==> config.mk <==
export PLATFORM = sky130hd
export DESIGN_NAME = pin_change_irq
export DESIGN_NICKNAME = d
export VERILOG_FILES = /design/src/rtl/pin_change_irq_pkg.sv /design/src/rtl/pci_sync.sv /design/src/rtl/pci_edge_detect.sv /design/src/rtl/pci_regs.sv /design/src/rtl/pin_change_irq.sv
export SDC_FILE = /design/constraint.sdc
export NUM_CORES = 1
export LEC_CHECK = 0
export BUFFER_PORTS_ARGS = -buffer_cell sky130_fd_sc_hd__buf_4
export CORE_MARGIN = 2
export CORE_UTILIZATION = 48
export CTS_CLUSTER_SIZE = 25
export DETAILED_ROUTE_END_ITERATION = 16
export PLACE_DENSITY = 0.76
export SLEW_MARGIN = 10
export SYNTH_ARGS = -nofsm -noshare
export SYNTH_HDL_FRONTEND = slang
export SYNTH_HIERARCHICAL = 1
export SYNTH_SLANG_ARGS = --single-unit
==> constraint.sdc <==
create_clock -name clk -period 1.35 [get_ports clk]
set_input_delay 0.0675 -clock clk [delete_from_list [all_inputs] [get_ports clk]]
set_output_delay 0.0675 -clock clk [all_outputs]
set_load 0.005 [all_outputs]
==> src/rtl/pin_change_irq_pkg.sv <==
package pin_change_irq_pkg;
  localparam int ADDR_W = 2;
  localparam int DATA_W = 8;

  typedef enum logic [ADDR_W-1:0] {
    SEL_CTRL = 2'd0,
    SEL_STAT = 2'd1,
    SEL_PINS = 2'd2
  } reg_sel_e;
endpackage

==> src/rtl/pci_sync.sv <==
module pci_sync #(
  parameter int WIDTH  = 4,
  parameter int STAGES = 2
) (
  input  logic             clk,
  input  logic             rst,
  input  logic [WIDTH-1:0] d_async,
  output logic [WIDTH-1:0] q_sync
);
  for (genvar p = 0; p < WIDTH; p++) begin : g_pin
    logic [STAGES-1:0] chain;
    always_ff @(posedge clk) begin
      if (rst) chain <= '0;
      else     chain <= {chain[STAGES-2:0], d_async[p]};
    end
    assign q_sync[p] = chain[STAGES-1];
  end
endmodule

==> src/rtl/pci_edge_detect.sv <==
module pci_edge_detect #(
  parameter int WIDTH = 4
) (
  input  logic             clk,
  input  logic             rst,
  input  logic [WIDTH-1:0] level,
  input  logic [WIDTH-1:0] sel,
  output logic             hit
);
  logic [WIDTH-1:0] level_d;
  logic [WIDTH-1:0] toggled;

  always_ff @(posedge clk) begin
    if (rst) level_d <= '0;
    else     level_d <= level;
  end

  assign toggled = level ^ level_d;
  assign hit     = |(toggled & sel);
endmodule

==> src/rtl/pci_regs.sv <==
module pci_regs
  import pin_change_irq_pkg::*;
#(
  parameter int NUM_PINS = 4
) (
  input  logic              clk,
  input  logic              rst,
  input  logic [ADDR_W-1:0] addr,
  input  logic              we,
  input  logic [DATA_W-1:0] wdata,
  input  logic              hit,
  input  logic              ack,
  input  logic              gie,
  output logic [DATA_W-1:0] rdata,
  output logic              flag_q,
  output logic              en_q,
  output logic [NUM_PINS-1:0] sel_q,
  output logic              irq_q
);
  localparam int PAD = DATA_W - NUM_PINS;

  logic wr_ctrl, wr_stat, wr_pins, clr;
  logic [DATA_W-1:0] rd_next;
  logic unused_wdata_hi;

  assign unused_wdata_hi = ^wdata[DATA_W-1:NUM_PINS];

  assign wr_ctrl = we && (addr == SEL_CTRL);
  assign wr_stat = we && (addr == SEL_STAT);
  assign wr_pins = we && (addr == SEL_PINS);
  assign clr     = ack || (wr_stat && wdata[0]);

  always_ff @(posedge clk) begin
    if (rst) begin
      en_q   <= 1'b0;
      sel_q  <= '0;
      flag_q <= 1'b0;
      irq_q  <= 1'b0;
    end else begin
      if (wr_ctrl) en_q  <= wdata[0];
      if (wr_pins) sel_q <= wdata[NUM_PINS-1:0];
      if (hit)      flag_q <= 1'b1;
      else if (clr) flag_q <= 1'b0;
      irq_q <= flag_q && en_q && gie;
    end
  end

  always_comb begin
    case (reg_sel_e'(addr))
      SEL_CTRL: rd_next = {{(DATA_W-1){1'b0}}, en_q};
      SEL_STAT: rd_next = {{(DATA_W-1){1'b0}}, flag_q};
      SEL_PINS: rd_next = {{PAD{1'b0}}, sel_q};
      default:  rd_next = '0;
    endcase
  end

  always_ff @(posedge clk) begin
    if (rst) rdata <= '0;
    else     rdata <= rd_next;
  end
endmodule

==> src/rtl/pin_change_irq.sv <==
module pin_change_irq
  import pin_change_irq_pkg::*;
#(
  parameter int NUM_PINS    = 4,
  parameter int SYNC_STAGES = 2
) (
  input  logic                clk,
  input  logic                rst,
  input  logic [NUM_PINS-1:0] pin_in,
  input  logic [ADDR_W-1:0]   bus_addr,
  input  logic                bus_we,
  input  logic [DATA_W-1:0]   bus_wdata,
  output logic [DATA_W-1:0]   bus_rdata,
  input  logic                glob_ie,
  input  logic                irq_ack,
  output logic                irq_req
);
  logic [NUM_PINS-1:0] pin_sync;
  logic [NUM_PINS-1:0] pin_sel;
  logic                hit;
  logic                pend_flag;
  logic                grp_en;

  pci_sync #(.WIDTH(NUM_PINS), .STAGES(SYNC_STAGES)) u_sync (
    .clk(clk), .rst(rst), .d_async(pin_in), .q_sync(pin_sync)
  );

  pci_edge_detect #(.WIDTH(NUM_PINS)) u_edge (
    .clk(clk), .rst(rst), .level(pin_sync), .sel(pin_sel), .hit(hit)
  );

  pci_regs #(.NUM_PINS(NUM_PINS)) u_regs (
    .clk(clk), .rst(rst), .addr(bus_addr), .we(bus_we), .wdata(bus_wdata),
    .hit(hit), .ack(irq_ack), .gie(glob_ie), .rdata(bus_rdata),
    .flag_q(pend_flag), .en_q(grp_en), .sel_q(pin_sel), .irq_q(irq_req)
  );
endmodule

==> Yosys cells after proc, flatten, opt, wreduce, memory -nomap -nowiden <==
Index checks and enable logic that the tools add are counted.
{ "classes": {"bitwise": 2, "n_eq_ne": 2, "muxes": 3, "n_reduce_logical": 10} }
{ "ops": {"columns": ["operator", "count"], "rows": [
  ["4-bit case mux with 3 select lines", 1],
  ["1-bit logical AND", 6],
  ["4-bit bitwise AND", 1],
  ["4-bit OR reduction", 1],
  ["4-bit XOR", 1],
  ["2-bit by 1-bit equality test with 1-bit output, second input constant", 1],
  ["2-bit equality test, second input constant", 1],
  ["2-bit zero test", 1],
  ["1-bit 2-to-1 mux", 2],
  ["2-bit nonzero test", 1],
  ["1-bit logical OR", 1]
]} }
{ "totals": {"ff_bits": 27, "inputBits": 19, "output_inout_bits": 9, "wordCells": 27} }

==> Logic depth before layout (Yosys ltp) <==
{ "logic_depth": {"ltp_word": 6, "depth_mapped": 6, "ltp_nobuf": 5} }

==> By module <==
The synthesis kept the hierarchy.
{ "by_module_without_submodules": {"columns": ["module", "area_per_inst_um2", "instances", "seq_area_each_um2", "cells_each"], "rows": [
  ["pci_regs", 488.0, 1, 220.2, 46],
  ["pci_sync", 240.2, 1, 160.2, 20],
  ["pci_edge_detect", 158.9, 1, 80.1, 15]
]} }

==> Worst setup path after synthesis <==
No wires, ideal clock.
{ "synth_timing": {"kind": "register -> register", "start": "register u_sync.g_pin[2].chain[1]", "end": "register u_regs.flag_q", "path_stages_with_launch": 7, "setup_time_ns": 0.120, "synth_period_minus_slack_ns": 0.984, "n_path_buf": 1, "required_ns": 1.230, "arrival_ns": 0.864, "path_slack_ns": 0.366, "cell_sequence": "dfxtp_1 > buf_4 > xor2_1 > a22oi_1 > nand2_1 > inv_1 > o22ai_1"} }
{ "synth_via": {"elab_chain_cells": 4, "elab_cells_between_ends": 5, "classes_between": "mux: 1; bitwise: 2; reduce/logical: 2"} }
{ "synth_rtl": {"columns": ["element", "line", "source"], "rows": [
  ["start: declaration", "pci_sync.sv:11", "logic [STAGES-1:0] chain;"],
  ["start signal: assignment", "pci_sync.sv:14", "else chain <= {chain[STAGES-2:0], d_async[p]};"],
  ["4-bit XOR *", "pci_edge_detect.sv:18", "assign toggled = level ^ level_d;"],
  ["4-bit bitwise AND *", "pci_edge_detect.sv:19", "assign hit = |(toggled & sel);"],
  ["4-bit OR reduction *", "pci_edge_detect.sv:19", null],
  ["named net hit", "pin_change_irq.sv:20", "logic hit;"],
  ["1-bit 2-to-1 mux or 2-bit nonzero test (tied branches)", null, null],
  ["end signal: assignment", "pci_regs.sv:37", "flag_q <= 1'b0;"],
  ["end signal: assignment", "pci_regs.sv:42", "if (hit) flag_q <= 1'b1;"],
  ["end signal: assignment", "pci_regs.sv:43", "else if (clr) flag_q <= 1'b0;"],
  ["end: declaration", "pci_regs.sv:15", "output logic flag_q,"]
]} }
Mark *: on every way through the listed nets, which the timed path passes. The rest lies on a longest branch.
A chain may end at the register's enable or synchronous reset.

==> Worst setup path in the final report <==
{ "layout_timing": {"start": "input bus_addr[0]", "end": "register u_regs.sel_q[2]"} }
{ "layout_via": {"elab_chain_cells": 2} }
{ "layout_rtl": {"columns": ["element", "line", "source"], "rows": [
  ["start: declaration", "pin_change_irq.sv:10", "input logic [ADDR_W-1:0] bus_addr,"],
  ["2-bit equality test", "pci_regs.sv:30", "assign wr_pins = we && (addr == SEL_PINS);"],
  ["1-bit logical AND", "pci_regs.sv:30", null],
  ["end signal: assignment", "pci_regs.sv:41", "if (wr_pins) sel_q <= wdata[NUM_PINS-1:0];"],
  ["end: declaration", "pci_regs.sv:17", "output logic [NUM_PINS-1:0] sel_q,"]
]} }
No other way between the ends.

==> impl_metrics.py <==
metrics = {
    "sta": {
        "slew_violations": 0,
        "skew_ns": 0.00461,
        "rsz0062_at_grt": "false",
        "tns_ns": 0,
        "hold-worst-slack_ns": 0.0238,
        "period_share": 0.827,
        "setup_viol": 0,
        "hold_violations": 0,
        "clock.fmax_ghz": 0.896,
        "period_minus_slack_ns": 1.12,
    },
    "drt": {
        "wirelength_um": 1310,
        "vias": 575,
        "dr.pass1.iters": 4,
        "route.detailed.drc": 0,
        "vias_per_cell": 4.53,
        "post_drt_wl_per_cell_um": 10.3,
        "ant_nets": 0,
        "drt_iter0_drc": 5,
    },
    "clock_tree": {
        "clk_latency_ns": 0.30,
        "cts.sinks": 23,
        "cts_buffers": 3,
        "path_clk_slew_ns": 0.12,
        "cts_buffer_depth": 2,
        "htree_num_levels": 1,
        "post_cts_buffers": 0,
        "cts-resized-gates": 0,
        "cts_tree": "done",
        "clockRootBuffer": "clkbuf_4",
    },
    "logic_synthesis": {
        "ys_ff_latch": 23,
        "synth_area_per_cell_um2": 11.0,
        "synth_top_area_share": 0.519,
        "synth_cell_type_count": 21,
        "synthTopCellsByArea": "dfxtp_1 52%, nor2b_1 8.5%, mux2i_1 6.8%",
        "synthCells": 81,
        "yosysSeqAreaShare": 0.519,
        "synth_area_um2": 887,
        "yosysTopAreaCell": "dfxtp_1",
        "yosysWarnings": 6,
    },
    "setup_path": {
        "cp-start-kind": "input port",
        "worstPathArrival_ns": 1.35,
        "setup.worst_path.class": "input port to register",
        "cp_data_required_time_ns": 1.58,
        "worstPathMaxFanout": 6,
        "cp-end-kind": "register",
    },
    "pwr": {
        "total_power_mw": 1.11,
        "power_density_mw_per_mm2": 1040,
        "peakVddDrop_mv": 0.747,
        "leakagePower_nw": 0.472,
    },
    "grt": {
        "grt_use_met3": 0.0462,
        "grt_usage": 0.135,
        "overflow": 0,
        "busiest_layer": "met2",
        "grt_pass1_wl_um": 1960,
        "grt_use_met1": 0.126,
        "grt_max_degree": 28,
        "grtUsageMet2": 0.241,
        "grt_pass1_vias": 526,
        "antenna_found_initial": 0,
    },
    "die": {
        "io_pins": 28,
        "die_height_um": 47.0,
        "initial_core_util": 0.514,
        "rows": 15,
        "core_mm2": 0.00173,
        "dieArea_mm2": 0.00221,
        "die_w_um": 47.0,
    },
    "finish": {
        "layout-drive-gt1-share": 0.225,
        "final_common_cell": "dfxtp_1",
        "syn_to_final_growth_pct": 20.9,
        "nets": 122,
        "mostFrequentLayoutCells": "23 x dfxtp_1, 19 x buf_4, 12 x nor2b_1, 9 x nand2b_1, 6 x mux2i_1",
        "final_area_mm2": 0.00107,
        "antenna_cells": 0,
    },
    "hold_path": {
        "min_path_type": "input port to register",
    },
    "place": {
        "gp_congestion": 0.780,
        "dpl_cell_area_um2": 996,
        "dpl.hpwl_um": 885,
        "port_buffers": 19,
    },
    "job": {
        "cap_violations": 0,
    },
    "status": {
        "outcome": "completed",
    },
}
==> layer usage <==
metal / vias to the layer above / routed length [um] / share of wire
met5: - / 0 / 0
li1: 296 / - / -
met3: 2 / 57 / 0.044
met2: 14 / 676 / 0.52
met1: 263 / 559 / 0.43
met4: 0 / 13 / 0.0099
==> registers in the layout, indices dropped and copies added, names as in the netlist <==
register            count
u_edge/level_d          4
u_regs/rdata            4
u_regs/flag_q           1
u_regs/irq_q            1
u_regs/en_q             1
u_sync/g_pin.chain      8
u_regs/sel_q            4
==> repair_timing <==
action | in CTS | in global routing
hold endpoints to repair | 5 | 0
setup endpoints to repair | 0 | 0
hold buffers | 5 | 0
==> per-stage QoR <==
step | utilization | setup slack, ns | std cells
final | 0.621 | 0.234 | 127
after global routing | 0.621 | 0.229 | 127
after CTS | 0.621 | 0.254 | 127
after detailed placement | 0.577 | 0.385 | 118
after global placement | 0.577 | 0.386 | 118
after floorplan | - | 0.366 | 84
==> cell families (layout without fill, tap and decap cells) <==
group	after synthesis	in the layout	share of synthesized area
and+or+nand+nor	32	32	0.247
muxes	6	6	0.0677
AOI/OAI and AO/OA	4	4	0.0324
DFF	23	23	0.519
other	1	4	0.00423
xor gates and xnor gates	4	4	0.0395
buffers and inverters	11	29	0.0903
==> power breakdown <==
part	internal, mW	switching [mW]
clock	0.115	0.186
combinational	0.0637	0.0377
sequential	0.700	0.00983
==> critical path, stage by stage <==
cell and delay (ns):
dlygate4sd3_1 0.54, buf_4 0.16, and3b_1 0.35, mux2i_1 0.23
==> Yosys cell counts <==
master	count
a22oi_1	2
and2_1	3
and3b_1	1
and4b_1	1
and4b_2	1
buf_2	1
buf_4	8
buf_6	1
conb_1	1
dfxtp_1	23
inv_1	1
mux2i_1	6
nand2_1	1
nand2b_1	9
nand4bb_1	1
nor2b_1	12
nor3b_1	2
o22ai_1	1
o31ai_1	1
or3b_1	1
xor2_1	4
==> worst paths after layout <==
path                                          to                                 from  slack, ns  cells past startpoint
max                 u_regs/sel_q[2]$_SDFFE_PP0P_                          bus_addr[0]       0.23                      4
min                   u_regs/flag_q$_SDFFE_PP0P_                              irq_ack       0.02                      3
max reg2reg           u_regs/flag_q$_SDFFE_PP0P_         u_edge/level_d[2]$_SDFF_PP0_       0.35                      5
min reg2reg  u_sync/g_pin[1].chain[1]$_SDFF_PP0_  u_sync/g_pin[1].chain[0]$_SDFF_PP0_       0.45                      1
==> layout make-up <==
class                           instances  area [um2]
Inverter                                1        3.75
Clock buffer                            4        26.3
Multi-Input combinational cell         50         358
Fill cell                             168         654
Timing Repair Buffer                   24         193
Tap cell                               25        31.3
Sequential cell                        23         460
No activity file was read; power rests on OpenSTA's default activity.
